$ cat src/rtl/ml_pkg.sv
package ml_pkg;
   typedef enum logic [2:0] {
      ST_IDLE, ST_SCAN, ST_HDR, ST_DESC, ST_CHK, ST_DATA, ST_HOST
   } ml_state_e;

   localparam logic [7:0] SUM_TARGET = 8'h55;
   localparam logic [7:0] HOST_VEC_LO = 8'hFE;
   localparam logic [7:0] HOST_VEC_HI = 8'hFF;
   localparam logic [7:0] HOST_CFG    = 8'h80;
endpackage

$ cat src/rtl/ml_sum8.sv
module ml_sum8 (
   input  logic       clk,
   input  logic       rst_n,
   input  logic       load,
   input  logic       add,
   input  logic [7:0] din,
   output logic [7:0] sum_nxt
);
   logic [7:0] acc;

   assign sum_nxt = acc + din;

   always_ff @(posedge clk) begin
      if (!rst_n)    acc <= '0;
      else if (load) acc <= din;
      else if (add)  acc <= sum_nxt;
   end
endmodule

$ cat src/rtl/ml_dest_map.sv
module ml_dest_map #(
   parameter int PAGE_BYTES = 256,
   parameter int BANK_PAGES = 8,
   parameter int RAM_BANKS  = 3,
   parameter int RAM_AW     = 13
) (
   input  logic [4:0]                      desc,
   input  logic [$clog2(PAGE_BYTES)-1:0]   offset,
   output logic [RAM_AW-1:0]               addr,
   output logic                            skip
);
   localparam int PB_W   = $clog2(PAGE_BYTES);
   localparam int BANK_B = BANK_PAGES * PAGE_BYTES;
   localparam int WIDE   = RAM_AW + 2;

   logic [1:0]      bank;
   logic [2:0]      page;
   logic [WIDE-1:0] full;

   assign bank = desc[1:0];
   assign page = desc[4:2];
   assign skip = (int'(bank) >= RAM_BANKS);

   generate
      if ((1 << PB_W) == PAGE_BYTES && BANK_PAGES == 8) begin : g_pow2
         assign full = WIDE'({bank, page, offset});
      end else begin : g_mult
         assign full = WIDE'(bank) * WIDE'(BANK_B) + WIDE'(page) * WIDE'(PAGE_BYTES)
                     + WIDE'(offset);
      end
   endgenerate

   assign addr = full[RAM_AW-1:0];
endmodule

$ cat src/rtl/multiload_engine.sv
module multiload_engine #(
   parameter int PAGE_BYTES    = 256,
   parameter int DATA_PAGES    = 32,
   parameter int BANK_PAGES    = 8,
   parameter int RAM_BANKS     = 3,
   parameter int MAX_LOADS     = 4,
   parameter int ID_OFS        = 5,
   parameter int COUNT_OFS     = 3,
   parameter int DESC_OFS      = 16,
   parameter int CHK_OFS       = 64,
   parameter int HDR_SUM_BYTES = 8,
   localparam int NL_W   = $clog2(MAX_LOADS + 1),
   localparam int IMG_AW = $clog2(MAX_LOADS * (DATA_PAGES + 1) * PAGE_BYTES + 1),
   localparam int RAM_AW = $clog2(RAM_BANKS * BANK_PAGES * PAGE_BYTES)
) (
   input  logic              clk,
   input  logic              rst_n,
   input  logic              req,
   input  logic [7:0]        req_load,
   input  logic [NL_W-1:0]   num_loads,
   output logic [IMG_AW-1:0] img_addr,
   input  logic [7:0]        img_data,
   output logic              ram_we,
   output logic [RAM_AW-1:0] ram_addr,
   output logic [7:0]        ram_wdata,
   output logic              host_we,
   output logic [7:0]        host_addr,
   output logic [7:0]        host_wdata,
   output logic              busy,
   output logic              done,
   output logic              hdr_err,
   output logic              page_err,
   output logic              not_found
);
   import ml_pkg::*;

   localparam int PB_W       = $clog2(PAGE_BYTES);
   localparam int PG_W       = $clog2(DATA_PAGES + 1);
   localparam int HDR_BASE   = DATA_PAGES * PAGE_BYTES;
   localparam int LOAD_BYTES = HDR_BASE + PAGE_BYTES;

   generate
      if (CHK_OFS + DATA_PAGES > PAGE_BYTES) begin : g_bad_chk
         $error("check bytes do not fit in the header page");
      end
      if (DESC_OFS + DATA_PAGES > CHK_OFS) begin : g_bad_desc
         $error("descriptor bytes overlap the check bytes");
      end
      if (RAM_BANKS > 3 || BANK_PAGES != 8) begin : g_bad_bank
         $error("descriptor fields hold banks 0..2 of 8 pages");
      end
      if (HDR_SUM_BYTES < 4 || HDR_SUM_BYTES > DESC_OFS) begin : g_bad_sum
         $error("header sum range must cover bytes 0..3");
      end
   endgenerate

   ml_state_e         st;
   logic [NL_W-1:0]   lidx, nl_q;
   logic [IMG_AW-1:0] base;
   logic [7:0]        id_q;
   logic [PB_W-1:0]   cnt;
   logic [PG_W-1:0]   pj, npg;
   logic [4:0]        desc_q;
   logic [7:0]        hb0, hb1, hb2;
   logic [7:0]        sum_nxt;
   logic              sum_load, sum_add, skip;

   ml_sum8 u_sum (
      .clk(clk), .rst_n(rst_n), .load(sum_load), .add(sum_add),
      .din(img_data), .sum_nxt(sum_nxt)
   );

   ml_dest_map #(
      .PAGE_BYTES(PAGE_BYTES), .BANK_PAGES(BANK_PAGES),
      .RAM_BANKS(RAM_BANKS), .RAM_AW(RAM_AW)
   ) u_map (
      .desc(desc_q), .offset(cnt), .addr(ram_addr), .skip(skip)
   );

   assign sum_load = (st == ST_HDR && cnt == '0) || st == ST_DESC;
   assign sum_add  = st == ST_HDR || st == ST_CHK || st == ST_DATA;

   always_comb begin
      unique case (st)
         ST_SCAN: img_addr = base + IMG_AW'(HDR_BASE + ID_OFS);
         ST_HDR:  img_addr = base + IMG_AW'(HDR_BASE) + IMG_AW'(cnt);
         ST_DESC: img_addr = base + IMG_AW'(HDR_BASE + DESC_OFS) + IMG_AW'(pj);
         ST_CHK:  img_addr = base + IMG_AW'(HDR_BASE + CHK_OFS) + IMG_AW'(pj);
         ST_DATA: img_addr = base + IMG_AW'(pj) * IMG_AW'(PAGE_BYTES) + IMG_AW'(cnt);
         default: img_addr = '0;
      endcase
   end

   assign ram_we    = (st == ST_DATA) && !skip;
   assign ram_wdata = img_data;
   assign host_we   = (st == ST_HOST);

   always_comb begin
      unique case (cnt[1:0])
         2'd0:    begin host_addr = HOST_VEC_LO; host_wdata = hb0; end
         2'd1:    begin host_addr = HOST_VEC_HI; host_wdata = hb1; end
         default: begin host_addr = HOST_CFG;    host_wdata = hb2; end
      endcase
   end

   assign busy = (st != ST_IDLE);

   always_ff @(posedge clk) begin
      if (!rst_n) begin
         st <= ST_IDLE; lidx <= '0; nl_q <= '0; base <= '0; id_q <= '0;
         cnt <= '0; pj <= '0; npg <= '0; desc_q <= '0;
         hb0 <= '0; hb1 <= '0; hb2 <= '0;
         done <= 1'b0; hdr_err <= 1'b0; page_err <= 1'b0; not_found <= 1'b0;
      end else begin
         done <= 1'b0;
         unique case (st)
            ST_IDLE: if (req) begin
               id_q <= req_load;
               nl_q <= (int'(num_loads) > MAX_LOADS) ? NL_W'(MAX_LOADS) : num_loads;
               lidx <= '0; base <= '0;
               hdr_err <= 1'b0; page_err <= 1'b0; not_found <= 1'b0;
               st <= ST_SCAN;
            end
            ST_SCAN: begin
               if (lidx == nl_q) begin
                  not_found <= 1'b1; done <= 1'b1; st <= ST_IDLE;
               end else if (img_data == id_q) begin
                  cnt <= '0; st <= ST_HDR;
               end else begin
                  lidx <= lidx + 1'b1;
                  base <= base + IMG_AW'(LOAD_BYTES);
               end
            end
            ST_HDR: begin
               if (cnt == PB_W'(0)) hb0 <= img_data;
               if (cnt == PB_W'(1)) hb1 <= img_data;
               if (cnt == PB_W'(2)) hb2 <= img_data;
               if (cnt == PB_W'(COUNT_OFS))
                  npg <= (int'(img_data) > DATA_PAGES) ? PG_W'(DATA_PAGES) : PG_W'(img_data);
               if (cnt == PB_W'(HDR_SUM_BYTES - 1)) begin
                  if (sum_nxt != SUM_TARGET) hdr_err <= 1'b1;
                  pj <= '0; st <= ST_DESC;
               end
               cnt <= cnt + 1'b1;
            end
            ST_DESC: begin
               cnt <= '0;
               if (pj == npg) st <= ST_HOST;
               else begin
                  desc_q <= img_data[4:0];
                  st <= ST_CHK;
               end
            end
            ST_CHK: st <= ST_DATA;
            ST_DATA: begin
               cnt <= cnt + 1'b1;
               if (cnt == PB_W'(PAGE_BYTES - 1)) begin
                  if (sum_nxt != SUM_TARGET) page_err <= 1'b1;
                  pj <= pj + 1'b1;
                  st <= ST_DESC;
               end
            end
            ST_HOST: begin
               cnt <= cnt + 1'b1;
               if (cnt == PB_W'(2)) begin
                  done <= 1'b1; st <= ST_IDLE;
               end
            end
            default: st <= ST_IDLE;
         endcase
      end
   end
endmodule

$ cat config.mk
export PLATFORM = sky130hd
export DESIGN_NAME = multiload_engine
export DESIGN_NICKNAME = d
export VERILOG_FILES = /design/src/rtl/ml_pkg.sv /design/src/rtl/ml_sum8.sv /design/src/rtl/ml_dest_map.sv /design/src/rtl/multiload_engine.sv
export SDC_FILE = /design/constraint.sdc
export NUM_CORES = 1
export LEC_CHECK = 0
export ABC_AREA = 1
export BUFFER_PORTS_ARGS = -buffer_cell sky130_fd_sc_hd__clkbuf_2
export CORE_UTILIZATION = 55
export DETAILED_ROUTE_END_ITERATION = 8
export PLACE_DENSITY = 0.88
export SLEW_MARGIN = 30
export SYNTH_ARGS = -nofsm -noshare
export SYNTH_HDL_FRONTEND = slang
export SYNTH_SLANG_ARGS = --single-unit
$ cat constraint.sdc
create_clock -name clk -period 2.5 [get_ports clk]
set_clock_uncertainty 0.1 [all_clocks]
set_input_delay 0.5 -clock clk [delete_from_list [all_inputs] [get_ports clk]]
set_output_delay 0.5 -clock clk [all_outputs]
set_load 0.02 [all_outputs]
==> impl_metrics.json, run 1 <==
{
  "gr-total-overflow": 0,
  "worst_slew_pin_slew_ns": 0.602,
  "io_pins": 82,
  "ys_top_cells_by_count": "nand2_1 (190), dfxtp_1 (86), inv_1 (79)",
  "clock-sinks": 86,
  "synth_top_area_frac": 0.325,
  "holdPathStages": 3,
  "dieArea_um2": 10000,
  "path_max_fanout": 2,
  "yosysMostFrequentCell": "nand2_1",
  "row_count": 35,
  "use_met3": 0.0460,
  "num_vias": 5610,
  "gp_congestion": 0.900,
  "htreeDepth": 3,
  "layout-drive-gt1-share": 0.200,
  "yosysTopAreaCell": "dfxtp_1",
  "area_growth_pct": 16.6,
  "cp_num_cells": 10,
  "fin_hold_ws_ns": 0.259,
  "finalHoldViolCount": 0,
  "nNetsFinal": 922,
  "setup_violations": 1,
  "cp-end-kind": "output pin",
  "p_leak_nw": 2.93,
  "grt.busiest_layer": "met2",
  "critPathKind": "flop to output pin",
  "crit_slowest_cell": "dfxtp_2",
  "cts_buffer_depth": 2,
  "syn_area_per_cell_um2": 6.75,
  "vdd_drop_max_uv": 620,
  "grtUsageTotal": 0.288,
  "max_freq_mhz": 397,
  "synth_edf_count": 0,
  "failed_checks": "setup timing",
  "antenna_left": 0,
  "grt_pass1_vias": 5051,
  "ctsHoldBuffers": 0,
  "synthCells": 784,
  "p_per_area_nw_per_um2": 849,
  "synth.area.top_cells": "dfxtp_1 (33%), nand2_1 (13%), a21oi_1 (6.8%)",
  "power_w": 0.00524,
  "worstPathArrival_ns": 1.92,
  "start_util": 0.570,
  "vias_per_cell": 5.58,
  "ys_seq_area_frac": 0.325,
  "firstDrtPassIters": 5,
  "path_clk_slew_ns": 0.09,
  "fillCellCount": 795,
  "yosysWarnings": 0,
  "cp.buffers_inverters": 6,
  "io_buffers": 80,
  "max_stage_delay_ns": 0.35,
  "status": "finished with violations",
  "critPathLaunchType": "flop",
  "period_share": 1.01,
  "finalCriticalPeriod_ns": 2.52,
  "numCtsBuffers": 9,
  "reg2reg_depth": 7,
  "slew_violations": 0,
  "cts_tree": "built",
  "die_w_um": 100,
  "n_antenna_cell": 0,
  "syn_area_um2": 5290,
  "coreArea_um2": 9280,
  "rsz0062_at_grt": "true",
  "crit_top_cell": "buf_4",
  "worst_ep_required_time_ns": 1.90,
  "synth.lib_cells_used.distinct": 41,
  "ys.flop_type": "dfxtp_1",
  "grt_pass1_wl_mm": 23.1,
  "max-slew-margin-rel": 0.598,
  "setup_slack_ns": -0.0160,
  "synthArstFlopShare": 0,
  "die_y_um": 100,
  "antenna_found_initial": 0,
  "min_path_type": "primary input to flop",
  "insertion_delay_ns": 0.35,
  "use_met2": 0.504,
  "grt_max_degree": 50,
  "met1_usage": 0.357,
  "path_cells": "ha_4 > nand2_4 > buf_4 > buf_4 > buf_4 > buf_4 > buf_4 > nand2_2 > o21ai_2 > buf_6",
  "cts-root-buf": "clkbuf_8",
  "crit_family": "buffers and inverters",
  "ys_ff_latch": 86,
  "dp_hpwl_mm": 10.2,
  "drc": 0,
  "wl_mm": 14.6,
  "drtIter0Drc": 378,
  "max_cap_violations": 0,
  "wl_per_cell_um": 14.5
}
-- area by class of cell --
class                           instances  area [µm²]  share of cell area
Clock buffer                           12         145              0.0235
Clock inverter                          4        55.1             0.00892
Inverter                               88         330              0.0535
Multi-Input combinational cell        579        3110               0.503
Sequential cell                        86        1740               0.281
Tap cell                              129         161              0.0261
Timing Repair Buffer                  108         639               0.104
-- cell families (layout without fill, tap and decap cells) --
group,after synthesis,count (layout),synth area share
xor+xnor,25,25,0.0414
fa+ha+maj,28,28,0.0690
other cells,2,6,0.00142
simple gates,359,359,0.294
buf+inv,123,212,0.102
flops,86,86,0.325
compound gates,161,161,0.167
-- power by group --
part,total (W),switching (W),internal [W]
logic,0.00246,0.00166,0.000803
registers,0.00177,0.000173,0.00160
clock network,0.00101,0.000516,0.000496
-- registers in the layout, summed over array words and instances (netlist names) --
register	flops
id_q	8
st	3
pj	6
desc_q	5
lidx	3
hdr_err	1
npg	6
hb1	8
nl_q	3
cnt	8
u_sum.acc	8
hb2	8
page_err	1
not_found	1
base	8
hb0	8
done	1
-- routing by layer --
metal | vias up | wire length, µm
li1 | 2725 | -
met1 | 2558 | 5980
met2 | 282 | 7050
met3 | 45 | 1120
met4 | 0 | 404
met5 | - | 0
-- cells in the final DEF (no fill, tap or decap), drive strengths merged, types with 4 or more instances in the layout --
| master | Yosys | layout |
|---|---|---|
| nand2 | 194 | 194 |
| inv | 86 | 87 |
| clkbuf | 11 | 87 |
| dfxtp | 86 | 86 |
| nor2 | 75 | 75 |
| a21oi | 72 | 72 |
| nand3 | 71 | 71 |
| o21ai | 57 | 57 |
| buf | 24 | 33 |
| ha | 26 | 26 |
| xnor2 | 13 | 13 |
| xor2 | 12 | 12 |
| a22oi | 9 | 9 |
| o211ai | 8 | 8 |
| conb | 2 | 6 |
| or2 | 6 | 6 |
| nand4 | 5 | 5 |
| a31oi | 5 | 5 |
| nor3 | 5 | 5 |
| o22ai | 4 | 4 |
-- timing repair --
item | CTS | global route
buffers inserted | 7 | 2
pin swaps | 5 | 9
endpoints found under the setup margin | 22 | 22
resized for setup | 13 | 30
-- path summary, 6_finish.rpt --
path                                             start                      to  slack [ns]
worst max-delay path              base[9]$_SDFFE_PN0P_             img_addr[9]       -0.02
worst min-delay path                       req_load[4]    id_q[4]$_SDFFE_PN0P_        0.26
worst max register to register     cnt[0]$_SDFFE_PN0P_     hb0[1]$_SDFFE_PN0P_        0.48
worst min register to register  not_found$_SDFFE_PN0P_  not_found$_SDFFE_PN0P_        0.36
-- stage by stage --
stage / setup TNS, ns / instance area (µm²) / setup slack, ns / cells / util
finish: -0.0160 / 6170 / -0.0160 / 1006 / 0.665
floorplan: 0 / 5310 / 0.110 / 788 / -
global route: -0.345 / 6170 / -0.0974 / 1006 / 0.665
CTS: 0 / 6110 / 0.00165 / 1004 / 0.658
detailed placement: 0 / 5810 / 0.257 / 981 / 0.625
global placement: 0 / 5810 / 0.285 / 981 / 0.625
-- worst reg2reg max path: stages, from the launching register on --
cell	delay [ns]
dfxtp_2	0.36
inv_1	0.15
ha_1	0.25
buf_4	0.20
nand2_1	0.12
nor2_2	0.47
o21ai_0	0.15
a21oi_1	0.15
No activity file was read; power rests on OpenSTA's default activity.
==> inputs of run 2 (changes only) <==
Settings changed: BUFFER_PORTS_ARGS -buffer_cell sky130_fd_sc_hd__clkbuf_2 to not set, DONT_BUFFER_PORTS set to 1, PLACE_DENSITY 0.88 to 0.8, SYNTH_HIERARCHICAL set to 1.
==> run 2 against run 1 <==
  * The flow now finishes without violations
  * Routed wire length is 1.5% lower
  * Hold slack worse by 0.13 ns
  * Highest routed layer unchanged
  * Largest power group unchanged
  * Critical path type unchanged
  * Largest cell class unchanged
  * Combinational power hardly changed
==> impl_metrics.json, run 2 <==
{
  "slew_violations": 0,
  "antenna_found_initial": 0,
  "insertion_delay_ns": 0.37,
  "dieArea_um2": 10700,
  "synth_edf_count": 0,
  "firstDrtPassIters": 5,
  "synthArstFlopShare": 0,
  "r2r_start": "u_sum/acc[0]$_SDFFE_PN0P_",
  "reg2reg_to": "hdr_err$_SDFFE_PN0P_",
  "synth_top_area_frac": 0.303,
  "num_vias": 5436,
  "yosysMostFrequentCell": "nand2_1",
  "ys_seq_area_frac": 0.303,
  "setup_slack_ns": 0.00695,
  "placed_cell_area_um2": 5850,
  "area_growth_pct": 10.7,
  "grt_pass1_wl_mm": 23.6,
  "dp_hpwl_mm": 10.3,
  "row_count": 36,
  "grtUsageTotal": 0.271,
  "htreeDepth": 3,
  "min_path_type": "primary input to flop",
  "io_buffers": 0,
  "vdd_drop_max_uv": 491,
  "yosysTopAreaCell": "dfxtp_1",
  "drc": 0,
  "gr-total-overflow": 0,
  "p_leak_nw": 2.82,
  "stdcell_area_um2": 6290,
  "synth.area.top_cells": "dfxtp_1 (30%), nand2_1 (14%), a21oi_1 (7.4%)",
  "ys_ff_latch": 86,
  "max_cap_violations": 0,
  "period_share": 0.997,
  "yosysWarnings": 6,
  "p_per_area_nw_per_um2": 832,
  "vias_per_cell": 5.47,
  "io_pins": 82,
  "max_freq_mhz": 401,
  "layout-drive-gt1-share": 0.186,
  "drtIter0Drc": 435,
  "numCtsBuffers": 9,
  "start_util": 0.573,
  "reg2reg_depth": 14,
  "die_y_um": 104,
  "gp_congestion": 0.951,
  "r2r_slack_ns": 0.21,
  "min_to": "u_sum/acc[0]$_SDFFE_PN0P_",
  "die_w_um": 104,
  "path_max_fanout": 5,
  "cts-root-buf": "clkbuf_8",
  "syn_area_um2": 5680,
  "finalHoldViolCount": 0,
  "holdPathStages": 2,
  "clock-sinks": 86,
  "syn_area_per_cell_um2": 6.72,
  "pre_cts_ws_ns": 0.0948,
  "critPathLaunchType": "flop",
  "finalCriticalPeriod_ns": 2.49,
  "layout_common_cells": "nand2_1 (194), nor2_1 (79), a21oi_1 (79)",
  "hold_start": "rst_n",
  "wl_mm": 14.3,
  "rsz0062_at_grt": "true",
  "synthCells": 845,
  "coreArea_um2": 9910,
  "n_antenna_cell": 0,
  "path_clk_slew_ns": 0.10,
  "synth.lib_cells_used.distinct": 43,
  "ys_top_cells_by_count": "nand2_1 (205), dfxtp_1 (86), a21oi_1 (84)",
  "mostFrequentLayoutCell": "nand2_1",
  "wl_per_cell_um": 14.4,
  "cts_buffer_depth": 2,
  "cts_tree": "built",
  "status": "finished, final reports clean",
  "antenna_left": 0,
  "cp-end-kind": "output pin",
  "ys.flop_type": "dfxtp_1",
  "grt_pass1_vias": 4889,
  "worstPathArrival_ns": 1.89,
  "grt_max_degree": 54,
  "worst_ep_required_time_ns": 1.90,
  "critPathKind": "flop to output pin",
  "setup_violations": 0,
  "nNetsFinal": 909
}
run 2: cell types whose count changed after synthesis, moves of 6 or more:
cell,delta
nand2_1,+15
nand3_2,+6
a21oi_1,+12
inv_2,+15
nor2_1,+11
buf_4,+13
nand3_1,-21
o211ai_1,-6
run 2: metal layers:
| layer | GRT usage | wire length, µm |
|---|---|---|
| met1 | 0.375 | 6450 |
| met3 | 0.0598 | 1200 |
| met5 | 0 | 0 |
| met2 | 0.424 | 6410 |
| met4 | 0.0683 | 272 |
run 2: logic make-up after synthesis:
kind of cell	count (synthesis)	synth area share
AND/OR/NAND/NOR	384	0.301
AO/OA/AOI/OAI	173	0.167
XOR/XNOR	21	0.0324
other	2	0.00132
buffers and inverters	147	0.123
flip-flops	86	0.303
adder cells (fa/ha/maj)	32	0.0731
run 2: through the flow:
step	TNS, ns	hold slack, ns	utilization	total power (W)	instances
floorplan	0	0.344	-	0.00366	849
global placement	0	0.356	0.590	0.00410	973
detailed placement	0	0.361	0.590	0.00413	973
CTS	0	0.121	0.619	0.00512	991
global route	-0.335	0.123	0.634	0.00561	993
finish	0	0.124	0.634	0.00523	993
run 2: final cells by class:
type / count / area, µm²
Timing Repair Buffer: 45 / 354
Sequential cell: 86 / 1740
Clock buffer: 9 / 124
Fill cell: 864 / 3620
Tap cell: 133 / 166
Inverter: 97 / 368
Multi-Input combinational cell: 616 / 3460
Clock inverter: 7 / 72.6
run 2: worst max path at each step:
stage	startpoint	endpoint	slack, ns	depth (start not counted)
after floorplan	cnt[1]$_SDFFE_PN0P_	host_addr[2]	0.11	6
after detailed placement	img_data[0]	hdr_err$_SDFFE_PN0P_	0.09	14
final	pj[1]$_SDFFE_PN0P_	img_addr[14]	0.007	12
after global placement	img_data[0]	hdr_err$_SDFFE_PN0P_	0.11	14
after global routing	pj[1]$_SDFFE_PN0P_	img_addr[14]	-0.09	12
after CTS	base[12]$_SDFFE_PN0P_	img_addr[15]	0.0005	9
run 2: worst max-delay path, stage by stage (launching register included):
cell and delay, ns:
dfxtp_4 0.37, ha_4 0.27, nand2_2 0.04, nand2_2 0.07, nand2_2 0.07, nand2_4 0.09
nand2_2 0.06, nand2_2 0.08, nand3_2 0.07, nand3_2 0.07, nand2_2 0.06, a21oi_2 0.15
buf_6 0.13
run 2: repair_timing:
item,in CTS,in global routing
buffers inserted,2,3
gates resized for setup,17,39
pin swaps,6,13
hold buffers,0,0
setup endpoints to repair,28,32
run 2: where the power goes:
| part | internal (W) | switching [W] | total, W |
|---|---|---|---|
| registers | 0.00158 | 0.000175 | 0.00176 |
| logic | 0.000819 | 0.00167 | 0.00249 |
| clock network | 0.000392 | 0.000588 | 0.000979 |
